## src/rtl/hpt_pkg.sv

```systemverilog
package hpt_pkg;

    typedef enum logic [2:0] {
        ST_IDLE,
        ST_READ_TAG,
        ST_READ_DATA,
        ST_SET_REF,
        ST_SET_CHG,
        ST_FINISH
    } walk_state_t;

    // first-word field positions
    localparam int W0_VALID_BIT = 31;
    localparam int W0_HSEL_BIT  = 6;
    // second-word status bits
    localparam int W1_REF_BIT   = 8;
    localparam int W1_CHG_BIT   = 7;

    localparam logic [7:0] REF_SET_MASK = 8'h01;
    localparam logic [7:0] CHG_SET_MASK = 8'h80;

    localparam int DATA_WORD_OFF = 4;
    localparam int REF_BYTE_OFF  = 6;
    localparam int CHG_BYTE_OFF  = 7;

endpackage

```

## src/rtl/hpt_seg_file.sv

```systemverilog
module hpt_seg_file #(
    parameter int SEG_BITS = 4,
    parameter int VSID_W   = 24
) (
    input  logic                clk,
    input  logic                rst_n,
    input  logic                wr_en,
    input  logic [SEG_BITS-1:0] wr_idx,
    input  logic [VSID_W-1:0]   wr_vsid,
    input  logic [SEG_BITS-1:0] rd_idx,
    output logic [VSID_W-1:0]   rd_vsid
);
    localparam int NUM_SEGS = 1 << SEG_BITS;

    logic [VSID_W-1:0] seg_q [NUM_SEGS];

    // one register per segment, written through the single port
    for (genvar g = 0; g < NUM_SEGS; g++) begin : g_seg
        always_ff @(posedge clk) begin
            if (!rst_n) begin
                seg_q[g] <= '0;
            end else if (wr_en && (wr_idx == SEG_BITS'(g))) begin
                seg_q[g] <= wr_vsid;
            end
        end
    end

    assign rd_vsid = seg_q[rd_idx];

endmodule

```

## src/rtl/hpt_hash_unit.sv

```systemverilog
module hpt_hash_unit #(
    parameter int ADDR_W    = 32,
    parameter int VSID_W    = 24,
    parameter int PIDX_W    = 16,
    parameter int API_W     = 6,
    parameter int GRP_SHIFT = 6
) (
    input  logic [VSID_W-1:0] vsid,
    input  logic [PIDX_W-1:0] pidx,
    input  logic [ADDR_W-1:0] base,
    input  logic [ADDR_W-1:0] mask,
    input  logic              sec,
    output logic [ADDR_W-1:0] group_addr,
    output logic [ADDR_W-1:0] tag
);
    localparam int PAD = ADDR_W - VSID_W;
    localparam logic [ADDR_W-1:0] ALIGN =
        {{(ADDR_W-GRP_SHIFT){1'b1}}, {GRP_SHIFT{1'b0}}};

    logic [VSID_W-1:0] hash;
    logic [ADDR_W-1:0] hash_ext;
    logic [ADDR_W-1:0] hash_sel;
    logic [ADDR_W-1:0] grp_off;

    // XOR of segment ID and page index
    assign hash     = vsid ^ {{(VSID_W-PIDX_W){1'b0}}, pidx};
    assign hash_ext = {{PAD{1'b0}}, hash};
    // secondary pass uses the complemented hash
    assign hash_sel = sec ? ~hash_ext : hash_ext;
    assign grp_off  = (hash_sel << GRP_SHIFT) & mask;

    assign group_addr = (base & ALIGN) + grp_off;

    // compare value, valid and hash-select positions left zero
    assign tag = {1'b0, vsid, 1'b0, pidx[PIDX_W-1 -: API_W]};

endmodule

```

## src/rtl/hpt_entry_cmp.sv

```systemverilog
module hpt_entry_cmp #(
    parameter int WORD_W    = 32,
    parameter int VALID_BIT = 31,
    parameter int HSEL_BIT  = 6
) (
    input  logic [WORD_W-1:0] word,
    input  logic [WORD_W-1:0] tag,
    input  logic              sec,
    output logic              match
);
    localparam logic [WORD_W-1:0] CMP_MASK =
        ~((WORD_W'(1) << VALID_BIT) | (WORD_W'(1) << HSEL_BIT));

    // valid, pass select and abbreviated page index
    assign match = word[VALID_BIT]
                && (word[HSEL_BIT] == sec)
                && ((word & CMP_MASK) == (tag & CMP_MASK));

endmodule

```

## src/rtl/hpt_walker.sv

```systemverilog
module hpt_walker
    import hpt_pkg::*;
#(
    parameter int ADDR_W        = 32,
    parameter int VSID_W        = 24,
    parameter int SEG_BITS      = 4,
    parameter int PAGE_BITS     = 12,
    parameter int GROUP_ENTRIES = 8,
    parameter int ENTRY_BYTES   = 8
) (
    input  logic                clk,
    input  logic                rst_n,
    input  logic                seg_wr_en_i,
    input  logic [SEG_BITS-1:0] seg_wr_idx_i,
    input  logic [VSID_W-1:0]   seg_wr_vsid_i,
    input  logic [ADDR_W-1:0]   tbl_base_i,
    input  logic [ADDR_W-1:0]   tbl_mask_i,
    input  logic                start_i,
    input  logic [ADDR_W-1:0]   ea_i,
    input  logic                store_i,
    output logic                busy_o,
    output logic                done_o,
    output logic                found_o,
    output logic                miss_o,
    output logic [ADDR_W-1:0]   real_addr_o,
    output logic [ADDR_W-1:0]   entry_w0_o,
    output logic [ADDR_W-1:0]   entry_w1_o,
    output logic [ADDR_W-1:0]   entry_addr_o,
    output logic                rd_req_o,
    output logic [ADDR_W-1:0]   rd_addr_o,
    input  logic                rd_ack_i,
    input  logic [ADDR_W-1:0]   rd_data_i,
    output logic                wr_req_o,
    output logic [ADDR_W-1:0]   wr_addr_o,
    output logic [7:0]          wr_byte_o,
    input  logic                wr_ack_i
);
    localparam int PIDX_W      = ADDR_W - SEG_BITS - PAGE_BITS;
    localparam int API_W       = ADDR_W - VSID_W - 2;
    localparam int IDX_W       = $clog2(GROUP_ENTRIES);
    localparam int ENTRY_SHIFT = $clog2(ENTRY_BYTES);
    localparam int GRP_SHIFT   = IDX_W + ENTRY_SHIFT;
    localparam logic [IDX_W-1:0] LAST_IDX = IDX_W'(GROUP_ENTRIES - 1);

    walk_state_t st_q, st_n;

    logic [VSID_W-1:0]    vsid_q;
    logic [PIDX_W-1:0]    pidx_q;
    logic [PAGE_BITS-1:0] off_q;
    logic                 store_q;
    logic                 sec_q;
    logic [IDX_W-1:0]     idx_q;
    logic                 hit_q;
    logic [ADDR_W-1:0]    w0_q;
    logic [ADDR_W-1:0]    w1_q;

    logic [VSID_W-1:0]    seg_vsid;
    logic [ADDR_W-1:0]    group_addr;
    logic [ADDR_W-1:0]    tag;
    logic [ADDR_W-1:0]    entry_addr;
    logic                 tag_match;

    // ------------------------------------------------------------------
    // sub-blocks
    // ------------------------------------------------------------------
    hpt_seg_file #(
        .SEG_BITS (SEG_BITS),
        .VSID_W   (VSID_W)
    ) u_seg (
        .clk     (clk),
        .rst_n   (rst_n),
        .wr_en   (seg_wr_en_i),
        .wr_idx  (seg_wr_idx_i),
        .wr_vsid (seg_wr_vsid_i),
        .rd_idx  (ea_i[ADDR_W-1 -: SEG_BITS]),
        .rd_vsid (seg_vsid)
    );

    hpt_hash_unit #(
        .ADDR_W    (ADDR_W),
        .VSID_W    (VSID_W),
        .PIDX_W    (PIDX_W),
        .API_W     (API_W),
        .GRP_SHIFT (GRP_SHIFT)
    ) u_hash (
        .vsid       (vsid_q),
        .pidx       (pidx_q),
        .base       (tbl_base_i),
        .mask       (tbl_mask_i),
        .sec        (sec_q),
        .group_addr (group_addr),
        .tag        (tag)
    );

    hpt_entry_cmp #(
        .WORD_W    (ADDR_W),
        .VALID_BIT (W0_VALID_BIT),
        .HSEL_BIT  (W0_HSEL_BIT)
    ) u_cmp (
        .word  (rd_data_i),
        .tag   (tag),
        .sec   (sec_q),
        .match (tag_match)
    );

    assign entry_addr = group_addr + (ADDR_W'(idx_q) << ENTRY_SHIFT);

    // ------------------------------------------------------------------
    // state register
    // ------------------------------------------------------------------
    always_ff @(posedge clk) begin
        if (!rst_n) st_q <= ST_IDLE;
        else        st_q <= st_n;
    end

    // ------------------------------------------------------------------
    // next state
    // ------------------------------------------------------------------
    always_comb begin
        st_n = st_q;
        unique case (st_q)
            ST_IDLE: begin
                if (start_i) st_n = ST_READ_TAG;
            end
            ST_READ_TAG: begin
                if (rd_ack_i) begin
                    if (tag_match)                    st_n = ST_READ_DATA;
                    else if (idx_q == LAST_IDX && sec_q) st_n = ST_FINISH;
                end
            end
            ST_READ_DATA: begin
                if (rd_ack_i) begin
                    if (!rd_data_i[W1_REF_BIT])                   st_n = ST_SET_REF;
                    else if (store_q && !rd_data_i[W1_CHG_BIT])   st_n = ST_SET_CHG;
                    else                                          st_n = ST_FINISH;
                end
            end
            ST_SET_REF: begin
                if (wr_ack_i) begin
                    if (store_q && !w1_q[W1_CHG_BIT]) st_n = ST_SET_CHG;
                    else                              st_n = ST_FINISH;
                end
            end
            ST_SET_CHG: begin
                if (wr_ack_i) st_n = ST_FINISH;
            end
            ST_FINISH: st_n = ST_IDLE;
            default:   st_n = ST_IDLE;
        endcase
    end

    // ------------------------------------------------------------------
    // walk context
    // ------------------------------------------------------------------
    always_ff @(posedge clk) begin
        if (!rst_n) begin
            vsid_q  <= '0;
            pidx_q  <= '0;
            off_q   <= '0;
            store_q <= 1'b0;
            sec_q   <= 1'b0;
            idx_q   <= '0;
            hit_q   <= 1'b0;
            w0_q    <= '0;
            w1_q    <= '0;
        end else begin
            unique case (st_q)
                ST_IDLE: begin
                    if (start_i) begin
                        vsid_q  <= seg_vsid;
                        pidx_q  <= ea_i[ADDR_W-SEG_BITS-1 -: PIDX_W];
                        off_q   <= ea_i[PAGE_BITS-1:0];
                        store_q <= store_i;
                        sec_q   <= 1'b0;
                        idx_q   <= '0;
                        hit_q   <= 1'b0;
                    end
                end
                ST_READ_TAG: begin
                    if (rd_ack_i) begin
                        w0_q <= rd_data_i;
                        if (tag_match) begin
                            hit_q <= 1'b1;
                        end else if (idx_q == LAST_IDX) begin
                            // fall back to the secondary group
                            if (!sec_q) begin
                                sec_q <= 1'b1;
                                idx_q <= '0;
                            end
                        end else begin
                            idx_q <= idx_q + 1'b1;
                        end
                    end
                end
                ST_READ_DATA: begin
                    if (rd_ack_i) w1_q <= rd_data_i;
                end
                default: ;
            endcase
        end
    end

    // ------------------------------------------------------------------
    // outputs
    // ------------------------------------------------------------------
    always_comb begin
        busy_o    = 1'b1;
        done_o    = 1'b0;
        found_o   = 1'b0;
        miss_o    = 1'b0;
        rd_req_o  = 1'b0;
        rd_addr_o = entry_addr;
        wr_req_o  = 1'b0;
        wr_addr_o = entry_addr + ADDR_W'(REF_BYTE_OFF);
        wr_byte_o = w1_q[15:8] | REF_SET_MASK;
        unique case (st_q)
            ST_IDLE: busy_o = 1'b0;
            ST_READ_TAG: rd_req_o = 1'b1;
            ST_READ_DATA: begin
                rd_req_o  = 1'b1;
                rd_addr_o = entry_addr + ADDR_W'(DATA_WORD_OFF);
            end
            ST_SET_REF: wr_req_o = 1'b1;
            ST_SET_CHG: begin
                wr_req_o  = 1'b1;
                wr_addr_o = entry_addr + ADDR_W'(CHG_BYTE_OFF);
                wr_byte_o = w1_q[7:0] | CHG_SET_MASK;
            end
            ST_FINISH: begin
                done_o  = 1'b1;
                found_o = hit_q;
                miss_o  = !hit_q;
            end
            default: busy_o = 1'b0;
        endcase
    end

    assign real_addr_o  = {w1_q[ADDR_W-1:PAGE_BITS], off_q};
    assign entry_w0_o   = w0_q;
    assign entry_w1_o   = w1_q;
    assign entry_addr_o = entry_addr;

endmodule

```

## config.mk

```make
export PLATFORM = sky130hd
export DESIGN_NAME = hpt_walker
export DESIGN_NICKNAME = d
export VERILOG_FILES = /design/src/rtl/hpt_pkg.sv /design/src/rtl/hpt_seg_file.sv /design/src/rtl/hpt_hash_unit.sv /design/src/rtl/hpt_entry_cmp.sv /design/src/rtl/hpt_walker.sv
export SDC_FILE = /design/constraint.sdc
export NUM_CORES = 1
export LEC_CHECK = 0
export BUFFER_PORTS_ARGS = -buffer_cell sky130_fd_sc_hd__buf_4
export CORE_MARGIN = 1
export CORE_UTILIZATION = 50
export CTS_CLUSTER_SIZE = 30
export DETAILED_ROUTE_END_ITERATION = 12
export PLACE_DENSITY_LB_ADDON = 0.08
export SETUP_SLACK_MARGIN = 0.2
export SYNTH_ARGS = -nofsm -noshare
export SYNTH_HDL_FRONTEND = slang
export SYNTH_SLANG_ARGS = --single-unit
```

## constraint.sdc

```tcl
create_clock -name clk -period 4 [get_ports clk]
set_input_delay 0.2 -clock clk [delete_from_list [all_inputs] [get_ports clk]]
set_output_delay 0.2 -clock clk [all_outputs]
set_load 0.01 [all_outputs]
```

==> flow_metrics.env <==
export IMPL_finalSetupTns_ns=0
export IMPL_synth_largest_area_cell="edfxtp_1"
export IMPL_viasPerCell=5.59
export IMPL_reg2reg_slack_ns=1.50
export IMPL_grt_pass1_vias=16575
export IMPL_area_growth_pct=23.9
export IMPL_rsz0062_at_grt="true"
export IMPL_gp_congestion=0.937
export IMPL_whs_ns=0.0163
export IMPL_numPortBuffers=349
export IMPL_die_width_um=225
export IMPL_slowest_delay_ns=0.36
export IMPL_cts_buffers=56
export IMPL_ys_ff_latch=509
export IMPL_max_freq_mhz=259
export IMPL_insertion_delay_ns=0.62
export IMPL_ys_top_cells_by_area="edfxtp_1 46%, mux4_2 11%, and2_1 10%"
export IMPL_htree_levels=2
export IMPL_syn_cell_area_um2=24900
export IMPL_io_pins=369
export IMPL_totalWireLength_mm=76.0
export IMPL_die_area_um2=50600
export IMPL_synth_area_per_cell_um2=12.6
export IMPL_core_area_um2=49000
export IMPL_ir_drop_uv=327
export IMPL_rows=81
export IMPL_nNetsFinal=2511
export IMPL_gr_total_overflow=0
export IMPL_synth_edf_count=384
export IMPL_leakage_uw=0.0118
export IMPL_final_area_um2=30800
export IMPL_synthCells=1973
export IMPL_grt_usage_pct=29.9
export IMPL_worstPathArrival_ns=3.65
export IMPL_crit_required_ns=3.80
export IMPL_yosys_top_cells_count="413 x and2_1, 384 x edfxtp_1, 260 x nand2_1"
export IMPL_maxCapViolations=0
export IMPL_cts_root_buf="clkbuf_16"
export IMPL_fin_crit_sh_pct=96.4
export IMPL_antenna_left=0
export IMPL_vias=16931
export IMPL_maxSlewViolCount=0
export IMPL_setup_viol=0
export IMPL_cts_sinks=509
export IMPL_end_kind="output port"
export IMPL_async_flop_share_pct=0
export IMPL_crit_chain="xnor2_2 > xnor2_1 > and2_4 > ha_4 > fa_2 > a21o_1 > a221oi_4 > buf_4 > o21ai_2 > a221oi_2 > a31o_2 > o21bai_1 > xor2_1 > buf_4 > buf_6"
export IMPL_layout_drive_gt1_share_pct=29.9
export IMPL_grt_pass1_wl_mm=109
export IMPL_power_density_nw_per_um2=449
export IMPL_fill_cells=3806
export IMPL_crit_fanout=3
export IMPL_synthFlopType="edfxtp_1"
export IMPL_crit_path_frequent_cell="buf_4"
export IMPL_postPlaceCellArea_um2=27600
export IMPL_critical_path_class="flip-flop to output port"
export IMPL_ys_warnings_count=0
export IMPL_cp_slowest_cell="dfxtp_4"
export IMPL_slew_headroom_pct=18.4
export IMPL_fin_util_pct=62.9
export IMPL_wire_per_inst_um=25.1
export IMPL_die_h_um=225
export IMPL_cts_buffer_depth=3
export IMPL_path_clk_slew_ns=0.06
export IMPL_finClkSkew_ns=0.0288
export IMPL_antenna_found_initial=4
export IMPL_ys_types=59
export IMPL_synth_top_area_share_pct=46.4
export IMPL_outcome="complete, no violations"
export IMPL_hold_viol=0
export IMPL_drtPass1Iterations=5
export IMPL_critPathTopFamily="compound AO/OA/AOI/OAI gates"
export IMPL_dp_hpwl_mm=49.2
export IMPL_synthMostInstantiatedCell="and2_1"
export IMPL_grt_max_degree=97
export IMPL_tightest_slew_ns=1.22
export IMPL_cts_tree="built"
export IMPL_startpoint_type="flip-flop"
export IMPL_hold_path_class="primary input to flip-flop"
export IMPL_crit_buf_inv=3
export IMPL_start_util_pct=50.8
export IMPL_drc=0
export IMPL_synth_seq_area_share_pct=56.5
export IMPL_layout_min_cycle_time_ns=3.85
export IMPL_drt_iter0_drc=1613
## worst paths after layout
kind,from,to,cells after the start
max,vsid_q[0],wr_addr_o[28],15
min,ea_i[25],pidx_q[13],3
max reg2reg,st_q[1],entry_w1_o[0],5
min reg2reg,off_q[10],off_q[10],2
## report_power, final
part | switching (uW) | leakage (uW) | internal (uW) | total [uW]
clock | 2140 | 0.000897 | 3000 | 5140
sequential | 174 | 0.00470 | 6020 | 6190
combinational | 1340 | 0.00616 | 1170 | 2510
## sequential cells by signal, indices dropped and copies added, names as in the netlist
signal / count
entry_w0_o: 32
entry_w1_o: 32
hit_q: 1
idx_q: 3
off_q: 12
pidx_q: 16
sec_q: 1
st_q: 3
store_q: 1
u_seg.seg_q: 384
vsid_q: 24
## worst min-delay path: cells and delay by family
kind            cells  cell delay, ns
compound gates      1            0.16
buf+inv             1            0.08
simple gates        1            0.14
## final cells by class
class	instances	area (um2)	share of cell area [%]
Inverter	11	41.3	0.134
Tap cell	664	831	2.70
Sequential cell	509	14000	45.6
Antenna cell	3	7.51	0.0244
Multi-Input combinational cell	1239	9920	32.2
Clock buffer	78	1570	5.11
Clock inverter	24	249	0.808
Timing Repair Buffer	503	4130	13.4
## cell families (layout without fill, tap and decap cells)
family,after synthesis,count (layout),share of synthesized area (%)
xor gates and xnor gates,95,95,3.35
other,2,10,0.0302
muxes,128,128,11.2
adders and majority gates,28,28,1.44
AOI/OAI and AO/OA,219,219,6.29
and+or+nand+nor,762,762,16.2
DFF,509,509,56.5
buffers and inverters,230,616,4.98
## routing by layer
| metal | GRT usage, % | part of all wire, % | up-vias |
|---|---|---|---|
| li1 | - | - | 7569 |
| met1 | 39.2 | 40 | 8460 |
| met2 | 50.0 | 49 | 769 |
| met3 | 5.40 | 7.9 | 131 |
| met4 | 10.4 | 3.3 | 2 |
| met5 | 0 | 0.016 | - |
## repair_timing
action	4_1_cts	5_1_grt
hold buffers	84	0
resized for setup	41	32
buffers inserted	12	9
endpoints found under the hold margin	451	0
pin swaps	23	20
setup endpoints to repair	33	30
## cells in the final DEF (no fill, tap or decap), drive strengths merged, types with 2 or more instances in the layout
cell,instances
nand4,9
edfxtp,384
o21a,2
a21o,11
mux2,6
and3,2
mux2i,2
bufinv,4
nor3,9
a211oi,5
clkbuf,78
a221oi,3
dfxtp,125
clkinv,17
xor2,15
nand3b,6
o21ai,31
nand2,260
a21boi,120
mux4,120
ha,27
a21oi,28
o21bai,4
diode,3
dlygate4sd3,84
a41oi,2
inv,13
a31oi,5
conb,7
and2,413
nor2b,5
nand2b,7
or2,5
nand3,7
xnor2,80
nor4,2
nor2,33
buf,419
## through the flow
step                      power, uW  setup WS [ns]  cells
after CTS                     13800         0.0844   3019
final                         13800          0.146   3031
after detailed placement       8600          0.124   2821
after global placement         8550          0.134   2821
after floorplan                7680          0.206   1978
after global routing          14300         0.0437   3029
Note: power is estimated with default switching activity, not from simulation.
